==> src/rtl/mash_pkg.sv <==
package mash_pkg;
  localparam int OFF_W  = 4;
  localparam int NSTAGE = 3;
  typedef logic [OFF_W-1:0] moff_t;
endpackage

==> src/rtl/mash_accum.sv <==
module mash_accum #(
  parameter int W = 16
) (
  input  logic         clk,
  input  logic         rst_n,
  input  logic         adv,
  input  logic [W-1:0] addend,
  output logic [W-1:0] sum_o,
  output logic         carry_o
);
  logic [W-1:0] acc_q;
  logic [W:0]   total;

  always_comb begin
    total   = {1'b0, acc_q} + {1'b0, addend};
    sum_o   = total[W-1:0];
    carry_o = total[W];
  end

  always_ff @(posedge clk) begin
    if (!rst_n)   acc_q <= '0;
    else if (adv) acc_q <= sum_o;
  end


  acc_hold_chk: assert property (@(posedge clk) disable iff (!rst_n)
    !adv |=> $stable(acc_q));
endmodule

==> src/rtl/mash_noise_cancel.sv <==
module mash_noise_cancel
  import mash_pkg::*;
(
  input  logic  clk,
  input  logic  rst_n,
  input  logic  adv,
  input  logic  c1,
  input  logic  c2,
  input  logic  c3,
  output moff_t y_o,
  output logic  y_valid_o
);
  logic  c2_d1, c3_d1, c3_d2;
  moff_t y_next;

  always_comb begin
    y_next = OFF_W'(c1) + OFF_W'(c2) - OFF_W'(c2_d1)
           + OFF_W'(c3) - OFF_W'({c3_d1, 1'b0}) + OFF_W'(c3_d2);
  end

  always_ff @(posedge clk) begin
    if (!rst_n) begin
      c2_d1     <= 1'b0;
      c3_d1     <= 1'b0;
      c3_d2     <= 1'b0;
      y_o       <= '0;
      y_valid_o <= 1'b0;
    end else if (adv) begin
      c2_d1     <= c2;
      c3_d1     <= c3;
      c3_d2     <= c3_d1;
      y_o       <= y_next;
      y_valid_o <= 1'b1;
    end
  end


  off_range_chk: assert property (@(posedge clk) disable iff (!rst_n)
    !((y_o >= 4'd5) && (y_o <= 4'd12)));


  off_hold_chk: assert property (@(posedge clk) disable iff (!rst_n)
    !adv |=> $stable(y_o));


  valid_sticky_chk: assert property (@(posedge clk) disable iff (!rst_n)
    y_valid_o |=> y_valid_o);


  reset_clear_chk: assert property (@(posedge clk) disable iff (!rst_n)
    $past(!rst_n) |-> (y_o == '0 && !y_valid_o));
endmodule

==> src/rtl/mash111_trunc.sv <==
module mash111_trunc
  import mash_pkg::*;
#(
  parameter int FRAC_W  = 24,
  parameter int MID_W   = 16,
  parameter int LAST_W  = 8,
  parameter bit CLK_NEG = 1'b0
) (
  input  logic              clk,
  input  logic              rst_n,
  input  logic              frac_valid,
  output logic              frac_ready,
  input  logic [FRAC_W-1:0] frac_word,
  output logic              mod_valid,
  input  logic              mod_ready,
  output logic [3:0]        mod_off
);
  localparam int SW [NSTAGE] = '{FRAC_W, MID_W, LAST_W};

  logic              mclk;
  logic              adv;
  logic [FRAC_W-1:0] frac_q;
  logic [FRAC_W-1:0] sum_a   [NSTAGE];
  logic [FRAC_W-1:0] addend_a[NSTAGE];
  logic [NSTAGE-1:0] carry;
  moff_t             y;

  generate
    if (CLK_NEG) begin : g_negedge
      assign mclk = ~clk;
    end else begin : g_posedge
      assign mclk = clk;
    end
  endgenerate

  assign frac_ready = 1'b1;
  assign adv        = mod_ready;

  always_ff @(posedge mclk) begin
    if (!rst_n)          frac_q <= '0;
    else if (frac_valid) frac_q <= frac_word;
  end

  genvar gi;
  generate
    for (gi = 0; gi < NSTAGE; gi++) begin : g_stage
      logic [SW[gi]-1:0] st_sum;
      if (gi == 0) begin : g_first
        assign addend_a[gi] = frac_q;
      end else begin : g_next
        assign addend_a[gi] = FRAC_W'(sum_a[gi-1][SW[gi-1]-1 -: SW[gi]]);
      end
      mash_accum #(.W(SW[gi])) u_acc (
        .clk     (mclk),
        .rst_n   (rst_n),
        .adv     (adv),
        .addend  (addend_a[gi][SW[gi]-1:0]),
        .sum_o   (st_sum),
        .carry_o (carry[gi])
      );
      assign sum_a[gi] = FRAC_W'(st_sum);
    end
  endgenerate

  mash_noise_cancel u_cancel (
    .clk       (mclk),
    .rst_n     (rst_n),
    .adv       (adv),
    .c1        (carry[0]),
    .c2        (carry[1]),
    .c3        (carry[2]),
    .y_o       (y),
    .y_valid_o (mod_valid)
  );

  assign mod_off = y;


  frac_take_chk: assert property (@(posedge mclk) disable iff (!rst_n)
    frac_valid |=> frac_q == $past(frac_word));


  frac_keep_chk: assert property (@(posedge mclk) disable iff (!rst_n)
    !frac_valid |=> $stable(frac_q));
endmodule

==> config.mk <==
export PLATFORM = sky130hd
export DESIGN_NAME = mash111_trunc
export DESIGN_NICKNAME = d
export VERILOG_FILES = /design/src/rtl/mash_pkg.sv /design/src/rtl/mash_accum.sv /design/src/rtl/mash_noise_cancel.sv /design/src/rtl/mash111_trunc.sv
export SDC_FILE = /design/constraint.sdc
export NUM_CORES = 1
export LEC_CHECK = 0
export BUFFER_PORTS_ARGS = -buffer_cell sky130_fd_sc_hd__buf_4
export CORE_AREA = 2 2 97 99
export CTS_BUF_LIST = sky130_fd_sc_hd__clkbuf_16
export DETAILED_ROUTE_END_ITERATION = 6
export DIE_AREA = 0 0 99 101
export PLACE_DENSITY_LB_ADDON = 0.1
export SYNTH_ARGS = -nofsm -noshare
export SYNTH_HDL_FRONTEND = slang
export SYNTH_SLANG_ARGS = --single-unit
==> constraint.sdc <==
create_clock -name clk -period 8.8 [get_ports clk]
set_input_delay 0.88 -clock clk [delete_from_list [all_inputs] [get_ports clk]]
set_output_delay 0.88 -clock clk [all_outputs]
set_load 0.05 [all_outputs]
### Word-level counts from Yosys, hierarchy flattened

Cells that the tools add are included.

* bits in registers: 80
* latch bits: 0
* memory bits (writable): 0
* memory bits (read-only): 0
* output and inout port bits: 6
* word-level logic and storage cells: 17
* memories: 0

* $add $sub $neg: 8
* $mul: 0
* divide/modulo/power cells: 0
* magnitude comparators: 0
* eq/ne operators: 0
* shift operators: 0
* multiplexer cells: 0
* bitwise gates (word level): 0
* reduce and logical (&&, ||, !) cells: 0

Operators with widths (count)
* adder 24 x 24 -> 25 bit: 1
* adder 16 x 16 -> 17 bit: 1
* adder 8 x 8 -> 9 bit: 1
* adder 4 x 1 -> 4 bit: 2
* subtractor 4 x 1 -> 4 bit: 1
* subtractor 4 x 2 -> 4 bit: 1
* adder 1 x 1 -> 2 bit: 1

### Longest topological paths before layout

Gate-level depths: netlist of the first run.

* word-level depth: 7
* mapped depth: 29

### By module

From an unflattened synthesis of the first run, not the netlist that was laid out.

* cells, all modules: 659
* area, all modules: 5876.9 um2

Modules (own cells, without submodules)
* mash_accum (g_stage[0].u_acc): times used 1, cells an instance 294, area each 2367.3 um2, sequential area each 480.5 um2
* mash_accum (g_stage[1].u_acc): times used 1, cells an instance 164, area each 1452.6 um2, sequential area each 320.3 um2
* mash111_trunc: times used 1, cells an instance 79, area each 940.9 um2, sequential area each 480.5 um2
* mash_accum (g_stage[2].u_acc): times used 1, cells an instance 78, area each 656.9 um2, sequential area each 160.2 um2
* mash_noise_cancel: times used 1, cells an instance 44, area each 459.2 um2, sequential area each 160.2 um2

### Least setup slack after synthesis of the first run

Ideal clock, no wire load.

* kind: reg2reg
* start point: register frac_q[0]
* end point: register u_cancel.y_o[2]
* library setup time: 0.116 ns
* data arrival time: 6.097 ns
* data required time: 8.684 ns
* setup slack: 2.586 ns
* cell stages (with the launch flop): 29
* cell sequence: dfxtp_1 > ha_1 > fa_1 > a21o_1 > a221o_2 > a21boi_0 > xnor2_1 > ha_1 > fa_1 > a211oi_1 > o21bai_1 > a21oi_1 > o21ai_0 > xnor2_1 > ha_1 > fa_1 > a21o_1 > a21oi_1 > o21ai_0 > a21o_1 > a21oi_1 > ha_1 > inv_1 > fa_1 > ha_1 > inv_1 > ha_1 > nand2_1 > o211a_1

RTL lines
* start, declared: RTL line mash111_trunc.sv:22 `logic [FRAC_W-1:0] frac_q;`
* start signal, assigned: RTL line mash111_trunc.sv:41 `else if (frac_valid) frac_q <= frac_word;`
* end signal, assigned: RTL line mash_noise_cancel.sv:32 `y_o <= y_next;`
* end, declared: RTL line mash_noise_cancel.sv:10 `output moff_t y_o,`

==> results of run 1 <==
==> worst max-delay path by stage <==
stage               from              end  slack, ns
2_1_floorplan  frac_q[0]  u_cancel.y_o[2]       2.59
3_3_place_gp   frac_q[0]  u_cancel.y_o[2]       2.21
3_5_place_dp   frac_q[0]  u_cancel.y_o[2]       1.99
4_1_cts        frac_q[0]  u_cancel.y_o[2]       1.98
5_1_grt        frac_q[0]  u_cancel.y_o[2]       1.54
6_report       frac_q[0]  u_cancel.y_o[2]       1.97
==> report_power, final <==
group,switching [mW],internal [mW],leakage [nW]
sequential,0.0247,0.400,0.657
clock,0.169,0.255,0.163
combinational,0.184,0.147,1.96
==> state kept, by name, indices dropped and copies added, names as in the netlist <==
name                 flops
u_cancel.y_valid_o       1
g_stage.u_acc.acc_q     48
u_cancel.c3_d1           1
frac_q                  24
u_cancel.c2_d1           1
u_cancel.c3_d2           1
u_cancel.y_o             4
==> cell type report <==
class	count	area share, %
Timing Repair Buffer	32	4.10
Clock buffer	9	3.84
Clock inverter	7	1.81
Tap cell	111	2.37
Sequential cell	80	27.3
Multi-Input combinational cell	454	59.6
Inverter	15	0.960
==> kinds of logic after synthesis <==
| kind of cell | after synthesis |
|---|---|
| and+or+nand+nor | 167 |
| DFF | 80 |
| AOI/OAI and AO/OA | 134 |
| other | 1 |
| adders and majority gates | 60 |
| xor gates and xnor gates | 39 |
| muxes | 53 |
| buffers and inverters | 42 |
==> placed cells by master (no fill, tap or decap), types with 4 or more instances in the layout <==
cell / synthesis / final
a211oi_1: 5 / 5
a21o_1: 17 / 17
a21oi_1: 37 / 37
a311o_1: 4 / 4
buf_4: 1 / 32
clkbuf_16: 0 / 9
dfxtp_1: 80 / 80
fa_1: 5 / 5
ha_1: 55 / 55
inv_1: 15 / 15
inv_6: 0 / 4
mux2i_1: 53 / 53
nand2_1: 34 / 34
nand3_1: 19 / 19
nand4_1: 7 / 7
nor2_1: 25 / 25
nor2b_1: 54 / 54
o211a_1: 5 / 5
o211ai_1: 5 / 5
o21ai_0: 21 / 21
o21bai_1: 4 / 4
xnor2_1: 23 / 23
xor2_1: 16 / 16
==> metal layers <==
metal	up-vias	global-route usage (%)	wire [µm]
li1	2114	-	-
met1	1988	32.1	5580
met2	80	39.5	5310
met3	12	4.09	377
met4	0	5.90	154
met5	-	0	0
==> stage by stage <==
stage | instance area (µm²) | utilization [%]
2_1_floorplan | 5290 | -
6_report | 5870 | 65.3
3_3_place_gp | 5530 | 61.6
4_1_cts | 5870 | 65.3
3_5_place_dp | 5530 | 61.6
5_1_grt | 5870 | 65.3
==> results.txt, run 1 <==
Outcome = finished clean
Routed len/inst = 16.1 µm
Crit path depth = 28
Antenna-violating nets left = 0
Number of synthesis warnings = 0
Die X = 99 µm
FF-to-FF setup slack = 1.97 ns
Post-synth EDFFs = 0
H-tree levels = 3
Core ar. = 0.00898 mm²
Critical Path Sink Type = register
Clk Latency, worst-skew pair = 0.34 ns
Number of synthesized register bits = 80
Mapped Area = 0.00529 mm²
CP arrival = 7.06 ns
Slew Limit Headroom = 38.0%
R2R depth = 28
Final min period = 6.83 ns
Fin Hold WS = 0.466 ns
Vias in the first global route = 4106
Pwr/cell area = 201 mW/mm²
Gpl congestion = 0.876
Slowest stage cell, crit path = fa_1
End of the worst register-to-register path = u_cancel.y_o[2]
Die area = 0.0100 mm²
Buffers on Ports = 32
Cts bufs inserted = 9
Lkg Pwr = 2.78 nW
1st-iter DRT viols = 196
Simple-Gate Fraction of Synth Area = 17.1%
Syn_nets = 664
WS Path Type = reg2reg
Worst VDD drop = 0.117 mV
CTS root buffer = clkbuf_16
Family with the most delay on the worst path = adder cells
Hold Path Stages = 1
CP max stage delay = 0.50 ns
DR DRC count = 0
Routed vias/inst = 5.92
Main combinational cell family by area after synthesis = compound AO/OA/AOI/OAI gates
Fin. Hold Viols = 0
Post-Syn Instances = 576
Top-area cell type share of the netlist area = 30.3%
RSZ-0062 raised after global routing = no
Max Fclk = 146 MHz
Hold_buf cts = 0
Most common cell in the synthesized netlist = dfxtp_1
Final Skew = 0.0121 ns
Storage cell area = 0.00160 mm²
Post-CTS sizing = 0
Fin crit share = 77.6%
Clk buf depth = 2
CP most frequent cell = ha_1
Total grt overflow = 0
TritonCTS clock tree = built
Data required, critical path = 9.03 ns
Drt total wl = 11400 µm
Non-filler instance count after layout = 708
Setup violators final = 0
Area grow syn2layout = 11.0%
Final nets = 680
Post-synthesis mux area share = 10.0%
HP Start = u_cancel.y_valid_o
First-pass GRT wire length = 19300 µm
Overall Power = 1.18 mW
Post-Synth XOR/XNOR Area = 6.46%
Startpoint Class = register
CTS Sinks = 80
GR Util All Layers = 23.7%
Post-synth top flop = dfxtp_1
Largest net degree at the start of global routing = 96
Setup TNS = 0 ns
Pre-CTS setup slack = 1.99 ns
Ratio of cells with drive above 1 in the final layout = 10.6%
Area leader, netlist = dfxtp_1
Compound-Gate Fraction of Synth Area = 17.6%
Buf/Inv on CP = 2
Setup Buffers After CTS = 0
Top area cells in the synthesized netlist = dfxtp_1, ha_1, mux2i_1
Chip Height = 101 µm
Synthesized area per cell = 9.18 µm²
Fillcell total = 750
Detailed Routing Iterations Pass 1 = 4
Worst Tran Pin Value = 0.928 ns
RR Startpoint = frac_q[0]
Worst-path clk slew = 0.07 ns
Asr flop ratio synth = 0%
Max_cap viols = 0
Multi-input gate area = 0.00350 mm²
Initial Utilization = 58.9%
Netlist cell types = 66
Dpl cells = 692
Worst Setup Slack, final = 1.97 ns
Placement Rows = 35
CP Max Fanout = 5
Hold EP = u_cancel.y_valid_o
Post-synth top cells = dfxtp_1, ha_1, nor2b_1
Via count = 4194
Antenna violations before repair = 0
ANT cells = 0
Post-Synth Adder-Cell Area = 14.9%
Min-delay worst type = reg2reg
Slew Viols, Final = 0
Post-DP HPWL = 7990 µm
IO Pins = 34
Register area share after synthesis = 30.3%
No activity file was read; power rests on OpenSTA's default activity.
==> inputs of run 2 (changes only) <==
==> constraint.sdc (replaced) <==
create_clock -name clk -period 7 [get_ports clk]
set_input_delay 0.7 -clock clk [delete_from_list [all_inputs] [get_ports clk]]
set_output_delay 0.7 -clock clk [all_outputs]
set_load 0.05 [all_outputs]
==> run 2 against run 1 <==
Effect of this change: clock power up 26%; via count increased by 0.17%; cell area increased by 0.32%; combinational power rose by 27%; global-route usage is the same; count of clock-buffer cells in the layout unchanged; worst setup slack worse by 1.6 ns; first-iteration DRC count shrank 9.2%; sequential cell count did not move; sequential share of layout area shrank 0.087 points; clock skew hardly changed; critical endpoint unchanged.
==> results.txt, run 2 (synthesized netlist as in run 1, its figures left out) <==
Outcome = finished clean
Die X = 99 µm (unchanged)
Vias in the first global route = 4106 (unchanged)
Most flops, register = g_stage.u_acc.acc_q
Placement Rows = 35 (unchanged)
1st-iter DRT viols = 178 (-9.2%)
Final Skew = 0.0122 ns (+0.000114 ns)
Fin. Hold Viols = 0 (unchanged)
Switching Power = 480 µW (+27%)
GR Util All Layers = 23.7% (unchanged)
Core ar. = 0.00898 mm² (unchanged)
Post-DP HPWL = 7990 µm (unchanged)
Final min period = 6.59 ns (-0.234 ns)
Data required, critical path = 7.23 ns (-1.80 ns)
Routed vias/inst = 5.93 (+0.17%)
Worst VDD drop = 0.145 mV (+24%)
Detailed Routing Iterations Pass 1 = 5 (+1)
Overall Power = 1.49 mW (+26%)
Drt total wl = 11500 µm (+0.34%)
Die area = 0.0100 mm² (unchanged)
Setup Buffers After CTS = 0 (unchanged)
Post-CTS sizing = 0 (unchanged)
Combinational Power Share = 28.2% (+0.2 points)
Lkg Pwr = 2.78 nW (+0.15%)
CTS root buffer = clkbuf_16
Largest registers = g_stage.u_acc.acc_q x48, frac_q x24, u_cancel.y_o x4
Setup violators final = 0 (unchanged)
Slowest stage cell, crit path = fa_1
Max_cap viols = 0 (unchanged)
DR DRC count = 0 (unchanged)
IO Pins = 34 (unchanged)
Internal power = 1.01 mW (+26%)
CP most frequent cell = ha_1
Fin Hold WS = 0.466 ns (+0.0000930 ns)
Ratio of cells with drive above 1 in the final layout = 10.9% (+0.34 points)
CP Max Fanout = 5 (unchanged)
Via count = 4201 (+0.17%)
Hold_buf cts = 0 (unchanged)
Clock share of power = 35.9% (about the same)
Critical Path Sink Type = register
Antenna-violating nets left = 0 (unchanged)
Startpoint Class = register
Slew Viols, Final = 0 (unchanged)
CTS Sinks = 80 (unchanged)
Antenna violations before repair = 0 (unchanged)
Worst-path clk slew = 0.07 ns (about the same)
Initial Utilization = 58.9% (unchanged)
Buf/Inv on CP = 2 (unchanged)
Slew Limit Headroom = 35.8% (-2.3 points)
First-pass GRT wire length = 19300 µm (unchanged)
Worst Tran Pin Value = 0.963 ns (+0.0343 ns)
Cts bufs inserted = 9 (unchanged)
Largest register FFs = 48 (unchanged)
Max Fclk = 152 MHz (+3.5%)
Min-delay worst type = reg2reg
TritonCTS clock tree = built
Largest net degree at the start of global routing = 96 (unchanged)
WS Path Type = reg2reg
Setup TNS = 0 ns (unchanged)
Fin crit share = 94.2% (+17 points)
Total grt overflow = 0 (unchanged)
H-tree levels = 3 (unchanged)
Flop pwr share = 35.9% (about the same)
Most frequent cells in the layout = dfxtp_1, ha_1, nor2b_1
Most common cell after layout, fill and taps aside = dfxtp_1
Gpl congestion = 0.876 (unchanged)
Clk Latency, worst-skew pair = 0.34 ns (about the same)
Pwr/cell area = 253 mW/mm² (+26%)
CP max stage delay = 0.50 ns (about the same)
Switching share of total power = 32.2% (+0.17 points)
Fillcell total = 745 (-0.67%)
Area grow syn2layout = 11.3%
ANT cells = 0 (unchanged)
CP arrival = 6.83 ns (-0.23 ns)
Chip Height = 101 µm (unchanged)
Final nets = 680 (unchanged)
RSZ-0062 raised after global routing = no
Family with the most delay on the worst path = adder cells
Clk buf depth = 2 (unchanged)
Buffers on Ports = 32 (unchanged)
Post-layout util = 65.5% (+0.21 points)
Routed len/inst = 16.2 µm (+0.34%)
-- run 2: power by group through the flow --
stage               combinational (mW)  sequential (mW)  clock (mW)
global placement                 0.397            0.542           0
global route                     0.468            0.540       0.562
detailed placement               0.412            0.544           0
CTS                              0.416            0.535       0.541
floorplan                        0.321            0.546           0
finish                           0.419            0.534       0.535
-- run 2: final cells by class --
class	instances	area [µm²]	area share, %
Tap cell	111	139	2.36
Sequential cell	80	1600	27.2
Multi-Input combinational cell	454	3520	59.7
Timing Repair Buffer	32	240	4.08
Clock inverter	7	106	1.81
Inverter	15	56.3	0.957
Clock buffer	9	225	3.83
-- run 2: worst paths after layout --
kind	slack [ns]	depth (start not counted)	end	start
worst max-delay path	0.41	28	u_cancel.y_o[2]	frac_q[0]
worst min-delay path	0.47	1	u_cancel.y_valid_o	u_cancel.y_valid_o
worst max register to register	0.41	28	u_cancel.y_o[2]	frac_q[0]
worst min register to register	0.47	1	u_cancel.y_valid_o	u_cancel.y_valid_o
-- run 2: layer usage --
metal  vias to the layer above  global-route usage [%]  routed length [µm]
li1                       2113                       -                   -
met5                         -                       0                   0
met1                      1981                    32.1                5610
met4                         0                    5.90                 153
met3                        16                    4.09                 453
met2                        91                    39.5                5240
-- run 2: per-stage QoR --
stage | instances | setup WS (ns) | area, µm²
2_1_floorplan | 576 | 0.786 | 5290
3_3_place_gp | 692 | 0.408 | 5530
3_5_place_dp | 692 | 0.195 | 5530
4_1_cts | 708 | 0.178 | 5870
5_1_grt | 708 | 0.0204 | 5880
6_report | 708 | 0.407 | 5880
